`src/rtl/operand_select.sv`:
```
module operand_select #(
  parameter int NREG    = 16,
  parameter int W       = 16,
  parameter int BUF_REG = 14
) (
  input  logic                    clk,
  input  logic                    rst_n,
  input  logic                    pfx_src_i,
  input  logic                    pfx_dst_i,
  input  logic                    pfx_both_i,
  input  logic                    exec_i,
  input  logic                    wr_en_i,
  input  logic [$clog2(NREG)-1:0] reg_field_i,
  input  logic [W-1:0]            wdata_i,
  input  logic [$clog2(NREG)-1:0] rd_idx_i,
  output logic [$clog2(NREG)-1:0] src_idx_o,
  output logic [$clog2(NREG)-1:0] dst_idx_o,
  output logic [W-1:0]            src_data_o,
  output logic [W-1:0]            dst_data_o,
  output logic [W-1:0]            rd_data_o,
  output logic                    reload_o
);
  localparam int IW = $clog2(NREG);
  localparam logic [IW-1:0] BUF_IDX = IW'(BUF_REG);

  logic [W-1:0]  regs [NREG];
  logic [IW-1:0] src_q, dst_q, src_d, dst_d;
  logic          wr;

  assign wr = exec_i & wr_en_i;

  always_comb begin
    src_d = src_q;
    dst_d = dst_q;
    if (exec_i) begin
      src_d = '0;
      dst_d = '0;
    end
    if (pfx_src_i) src_d = reg_field_i;
    if (pfx_dst_i) dst_d = reg_field_i;
    if (pfx_both_i) begin
      src_d = reg_field_i;
      dst_d = reg_field_i;
    end
  end

  always_ff @(posedge clk or negedge rst_n) begin
    if (!rst_n) begin
      src_q <= '0;
      dst_q <= '0;
      for (int i = 0; i < NREG; i++) regs[i] <= '0;
    end else begin
      src_q <= src_d;
      dst_q <= dst_d;
      if (wr) regs[dst_q] <= wdata_i;
    end
  end

  assign src_idx_o  = src_q;
  assign dst_idx_o  = dst_q;
  assign src_data_o = regs[src_q];
  assign dst_data_o = regs[dst_q];
  assign rd_data_o  = regs[rd_idx_i];
  assign reload_o   = wr & (dst_q == BUF_IDX);


  sel_revert_chk: assert property (@(posedge clk) disable iff (!rst_n)
    (exec_i && !pfx_src_i && !pfx_dst_i && !pfx_both_i) |=> (src_idx_o == '0 && dst_idx_o == '0));


  src_load_chk: assert property (@(posedge clk) disable iff (!rst_n)
    (pfx_src_i && !pfx_both_i) |=> (src_idx_o == $past(reg_field_i)));


  both_load_chk: assert property (@(posedge clk) disable iff (!rst_n)
    pfx_both_i |=> (src_idx_o == $past(reg_field_i) && dst_idx_o == $past(reg_field_i)));


  sel_hold_chk: assert property (@(posedge clk) disable iff (!rst_n)
    (!exec_i && !pfx_src_i && !pfx_dst_i && !pfx_both_i) |=> ($stable(src_idx_o) && $stable(dst_idx_o)));


  write_land_chk: assert property (@(posedge clk) disable iff (!rst_n)
    (exec_i && wr_en_i) |=> (regs[$past(dst_idx_o)] == $past(wdata_i)));
endmodule

```
`config.mk`:
```
export PLATFORM = sky130hd
export DESIGN_NAME = operand_select
export DESIGN_NICKNAME = d
export VERILOG_FILES = /design/src/rtl/operand_select.sv
export SDC_FILE = /design/constraint.sdc
export NUM_CORES = 1
export LEC_CHECK = 0
export BUFFER_PORTS_ARGS = -buffer_cell sky130_fd_sc_hd__buf_2
export CAP_MARGIN = 20
export CORE_MARGIN = 4
export CORE_UTILIZATION = 35
export CTS_BUF_LIST = sky130_fd_sc_hd__clkbuf_4
export DETAILED_ROUTE_END_ITERATION = 6
export PLACE_DENSITY_LB_ADDON = 0.08
export RECOVER_POWER = 25
export REMOVE_ABC_BUFFERS = 1
export SETUP_SLACK_MARGIN = 0.15
export SLEW_MARGIN = 20
export SYNTH_ARGS = -nofsm -noshare
export SYNTH_HDL_FRONTEND = slang
export SYNTH_SLANG_ARGS = --single-unit
export TNS_END_PERCENT = 20
```
`constraint.sdc`:
```
create_clock -name clk -period 1.8 [get_ports clk]
set_input_delay 0.18 -clock clk [delete_from_list [all_inputs] [get_ports clk]]
set_output_delay 0.18 -clock clk [all_outputs]
set_load 0.005 [all_outputs]
```
After elaboration in Yosys (flattened, before gate mapping):

Index checks and enable logic that the tools add are counted.

* bits in registers: 264
* input port bits: 31
* output and inout bits: 57
* logic and storage cells: 48

* order comparisons: 4
* eq/ne operators: 1
* mux-type cells: 17
* bitwise logic cells: 5
* reductions and logical operators: 3

Operator list (count)
* $bwmux 256: 1
* $bmux 16 s4: 3
* $mux 16: 7
* $demux 16 s4: 1
* $mux 4: 5
* $ge 5x5->1 const B: 3
* $not 4->5: 3
* $reduce_bool 3->1: 2
* $lt 5x1->1 const B: 1
* $eq 4x4->1 const B: 1
* $and 1x1->1: 2
* $logic_and 1x1->1: 1

Depth between registers and ports, before layout:

* word-level depth: 6
* gate-level depth with buffers: 6
* mapped depth without buffers: 3

Worst setup path after synthesis:

Ideal clock, no wire load.

* kind: flip-flop to output port
* start point: reg src_q[0], in the netlist src_idx_o[0]
* end point: out src_data_o[10]
* data arrival time: 1681 ps
* data required time: 1620 ps
* path slack: -61 ps
* stages on the path, launching flop included: 6
* path buffers: 2
* path through: dfrtp_1 -> buf_2 -> buf_2 -> mux4_2 -> a22oi_1 -> nand2_1

* word-level cells in the longest chain between the ends: 4

RTL lines
* from (decl): line 27 `logic [IW-1:0] src_q, dst_q, src_d, dst_d;`
* from (signal assigned): line 53 `src_q <= src_d;`
* $not 4->5 (not written as such): line 61 `assign src_data_o = regs[src_q];`
* $bmux 16 s4: line 61
* $mux 16 (not written as such) (2 in series): line 61
* to (decl): line 18 `output logic [W-1:0] src_data_o,`

Every way passes these cells. The select of a mux whose other input is x is not followed.

Worst setup path after layout:

* start point: reg src_q[0], in the netlist src_idx_o[0]
* end point: out src_data_o[2]

The elaborated chain is that of the path after synthesis.

==> summary by stage <==
Timing
For the final database, setup skew stands at 0.0356 ns. Setup repair after global routing could not meet its margin everywhere. For the pin with the worst max-slew slack, the measured transition is 1.37 ns. The smallest clock period supported by the final layout is computed as around 2.7 ns. The number of setup violations in the final report is 237.

The final setup slack of the worst path is -0.934 ns. The number of max-slew violations in the final report is 0. The number of hold violations in the final report is 0.

The normalized max-slew margin is 8.43%. Hold timing on the final database bottoms out at a slack of 0.163 ns. For this run, the top clock speed supported by timing is 0.366 GHz.

The worst path uses 152% of the clock period.

Place
Counting tap cells, the placed design contains a total of 1,703 instances. The post-DP HPWL is 34.0 mm. The total of buffers placed on input and output ports is 87. The post-place instance area is 0.0179 mm². Routability-driven placement finished with a final weighted congestion of 0.769.

Layout
The number of nets at the end of the flow is 1,296. The count of cells in the finished layout, fillers not included, comes to 1,918. The area growth from synthesis to layout is 32.3%. After routing the design area is 0.0207 mm². The filler cell count is 3,937. Summing all flip-flop and latch instances after layout gives around 0.0066 mm². Summing all multi-input logic gate instances after layout gives 0.00938 mm². In the final layout, the share of cells above drive strength 1 is 70.2%.

The core occupancy in the finished layout is 46.9%.

Die
The total number of placement rows is 77. The horizontal die dimension is 220 µm. The die covers slightly below 0.05 mm². The core region is 0.0442 mm². The vertical die dimension is 220 µm. Pin placement for this block handled 88 I/O pins. For this configuration, the core starts out at a cell density of about 35%.

Synth
After synthesis the netlist holds a flip-flop and latch count of about 260. The post-synthesis cell area is between 0.015 and 0.02 mm². The adder-cell share of the synthesized area is 0%.

After synthesis, the largest family of logic cells by area is multiplexers. The fraction of synthesized cell area taken by the top area cell type is 42.1%. The synthesized area per cell is around 15 µm². After synthesis, the cell types taking the most area are sky130_fd_sc_hd__dfrtp_1 42%, sky130_fd_sc_hd__mux4_2 28%, sky130_fd_sc_hd__mux2_2 18%. Summed over all instances, the cell type with the most area after synthesis is sky130_fd_sc_hd__dfrtp_1. The count of cell types in the netlist is 26. The sequential area share after synthesis is a little over two fifths. Of the total synthesized cell area, the portion taken by XOR and XNOR cells is 0%.

After synthesis, the share of cell area in mux cells is a little under half. After Yosys synthesis, and, or, nand and nor cells account for 3.07% of the synthesized area. The share of the synthesized area in compound gates (AO/OA/AOI/OAI) is 5.30%.

The count of warnings emitted by yosys is 0. The number of cells produced by synthesis is between 1,000 and 1,500.

Clock tree
After clock tree synthesis, the clock-pin slew on the worst setup and hold paths is 0.06 ns. The deepest clock path buffer count is 3. The H-tree generated during clock tree synthesis spans 3 levels. The clock sink total is 264. The root buffer cell chosen for the clock tree is sky130_fd_sc_hd__clkbuf_4. The total clock buffers created by CTS is 80. The clock tree from TritonCTS is yes. The clock insertion delay at the later pin of the skew report is 0.77 ns.

Global routing
The overall track demand over capacity in global routing is 23.2%. The initial antenna violation count is 1. The wire length of the first global-routing pass is 81.3 mm. Entering global routing, the biggest net connects 54 pins. The via count of the first global-routing pass is roughly 12,000. After global routing the overflow that remains totals 0.

Route
The via total after detailed routing is 11,000. Dividing the detail-routed wire length by the instance count gives 28.8 µm. The count of TritonRoute iterations in the first routing pass is 4. The via density per instance is 5.75. The number of nets with antenna violations after detailed routing is 0. After detailed routing, the total wire length is between 50 and 60 mm. The initial detailed-routing violation count is 817. The remaining routing DRC violations is 0.

Setup path
STA puts the critical path data arrival time at 2.55 ns. The peak fanout along the critical path is 8. The worst setup path is captured at an output port.

The critical path class is reg -> out. On the critical path, the stage with the largest delay is an instance of sky130_fd_sc_hd__mux4_2. The most frequent cell on the critical path is sky130_fd_sc_hd__buf_12. The kind of launch point of the worst setup path is a flop. Walking the worst path, the cells encountered are buf_12, buf_12, mux4_2, a22oi_1, nand2_2, buf_2. STA puts the critical path data required time at 1.62 ns. For this run, the slowest stage of the critical path takes between 0.4 and 0.5 ns.

Power
The leakage power is 8.82 nW. The power per cell area is 1040 mW/mm². The maximum vdd ir drop is 0.553 mV. The total power after layout is 21.5 mW.

Job
The total of max-cap violations is 0.

Min path
The class of the worst hold path is in -> reg.

Outcome
The flow ran to the end, but the final reports show violations. The final reports fail on negative setup slack.
## cells by family after synthesis
kind of cell	count (synthesis)
mux	448
flops	264
compound gates	112
simple gates	83
buf+inv	109
## cells in the mapped netlist
library cell and number:
sky130_fd_sc_hd__mux2_1 1, sky130_fd_sc_hd__a22oi_1 96, sky130_fd_sc_hd__and4bb_2 1, sky130_fd_sc_hd__nand2_1 49, sky130_fd_sc_hd__inv_1 8, sky130_fd_sc_hd__nor2_1 3, sky130_fd_sc_hd__nand4b_4 1, sky130_fd_sc_hd__buf_4 17
sky130_fd_sc_hd__nor2_4 3, sky130_fd_sc_hd__buf_1 5, sky130_fd_sc_hd__buf_2 30, sky130_fd_sc_hd__nand2_2 4, sky130_fd_sc_hd__and2_1 3, sky130_fd_sc_hd__buf_6 5, sky130_fd_sc_hd__nand4b_2 1, sky130_fd_sc_hd__o21ai_0 8
sky130_fd_sc_hd__o41ai_1 8, sky130_fd_sc_hd__nor3_4 3, sky130_fd_sc_hd__dfrtp_1 264, sky130_fd_sc_hd__nand2b_1 2, sky130_fd_sc_hd__mux4_2 192, sky130_fd_sc_hd__clkbuf_1 44, sky130_fd_sc_hd__nand4_4 1, sky130_fd_sc_hd__nor2_2 6
sky130_fd_sc_hd__nor2b_1 6, sky130_fd_sc_hd__mux2_2 255
## critical path, delay by kind of cell (launching register included)
family / cells / cell delay, ns
muxes: 1 / 0.48
DFF: 1 / 0.47
buffers and inverters: 3 / 0.45
AOI/OAI and AO/OA: 1 / 0.23
and+or+nand+nor: 1 / 0.12
## area by class of cell
type	count	area share, %
Multi-Input combinational cell	643	45.2
Sequential cell	264	31.9
Timing Repair Buffer	268	14.3
Clock buffer	120	4.34
Tap cell	592	3.57
Clock inverter	21	0.386
Inverter	8	0.145
Antenna cell	2	0.0241
## path summary, 6_finish.rpt
| path | cells after the start | slack (ns) | from | to |
|---|---|---|---|---|
| max | 6 | -0.93 | src_idx_o[0]$_DFFE_PN0P_ | src_data_o[2] |
| min | 5 | 0.16 | wr_en_i | regs[72]$_DFFE_PN0P_ |
| max reg2reg | 8 | -0.41 | dst_idx_o[0]$_DFFE_PN0P_ | regs[215]$_DFFE_PN0P_ |
| min reg2reg | 1 | 0.54 | regs[144]$_DFFE_PN0P_ | regs[144]$_DFFE_PN0P_ |
| max in group asynchronous | 3 | 0.07 | rst_n | dst_idx_o[1]$_DFFE_PN0P_ |
| min in group asynchronous | 3 | 0.93 | rst_n | regs[108]$_DFFE_PN0P_ |
## per-stage QoR
step | worst slack [ns] | TNS, ns
after floorplan | -2.63 | -640.07
after global placement | -0.269 | -12.61
after detailed placement | -0.268 | -14.31
after CTS | -1.03 | -57.47
after global routing | -1.05 | -78.13
final | -0.934 | -61.38
## where the power goes
group	internal, mW	total, mW	leakage, nW	switching [mW]
logic	4.45	6.98	4.85	2.53
registers	7.35	8.73	3.38	1.38
clock network	3.02	5.79	0.595	2.76
total	14.8	21.5	8.82	6.67
## cells in the final DEF (no fill, tap or decap), types with 8 or more instances in the layout
cell	instances
sky130_fd_sc_hd__mux4_2	192
sky130_fd_sc_hd__a22oi_1	16
sky130_fd_sc_hd__buf_12	54
sky130_fd_sc_hd__buf_4	51
sky130_fd_sc_hd__a22oi_2	80
sky130_fd_sc_hd__mux2_4	94
sky130_fd_sc_hd__buf_2	74
sky130_fd_sc_hd__dlygate4sd3_1	30
sky130_fd_sc_hd__dfrtp_1	257
sky130_fd_sc_hd__buf_16	8
sky130_fd_sc_hd__nand2_1	40
sky130_fd_sc_hd__nand2_2	9
sky130_fd_sc_hd__o21ai_0	8
sky130_fd_sc_hd__o41ai_1	8
sky130_fd_sc_hd__inv_1	8
sky130_fd_sc_hd__mux2_2	161
sky130_fd_sc_hd__buf_6	36
sky130_fd_sc_hd__clkbuf_4	121
sky130_fd_sc_hd__clkinv_1	17
## registers in the layout, summed over array words and instances, names as in the netlist
| signal | flops |
|---|---|
| src_idx_o | 4 |
| dst_idx_o | 4 |
| regs | 256 |
## layer usage
metal | up-vias | wire, µm | global-route usage, %
li1 | 4661 | - | -
met1 | 5968 | 24400 | 31.4
met2 | 322 | 27100 | 37.9
met3 | 83 | 2440 | 4.85
met4 | 0 | 1280 | 7.14
met5 | - | 0 | 0
## timing repair
action / CTS / global route
setup endpoints to repair: 303 / 314
buffers inserted: 20 / 10
pin swaps: 48 / 32
hold endpoints to repair: 528 / 0
hold buffers: 32 / 0
cloned: 5 / 5
resized for setup: 196 / 58
Power figures use the tool's default switching activity.
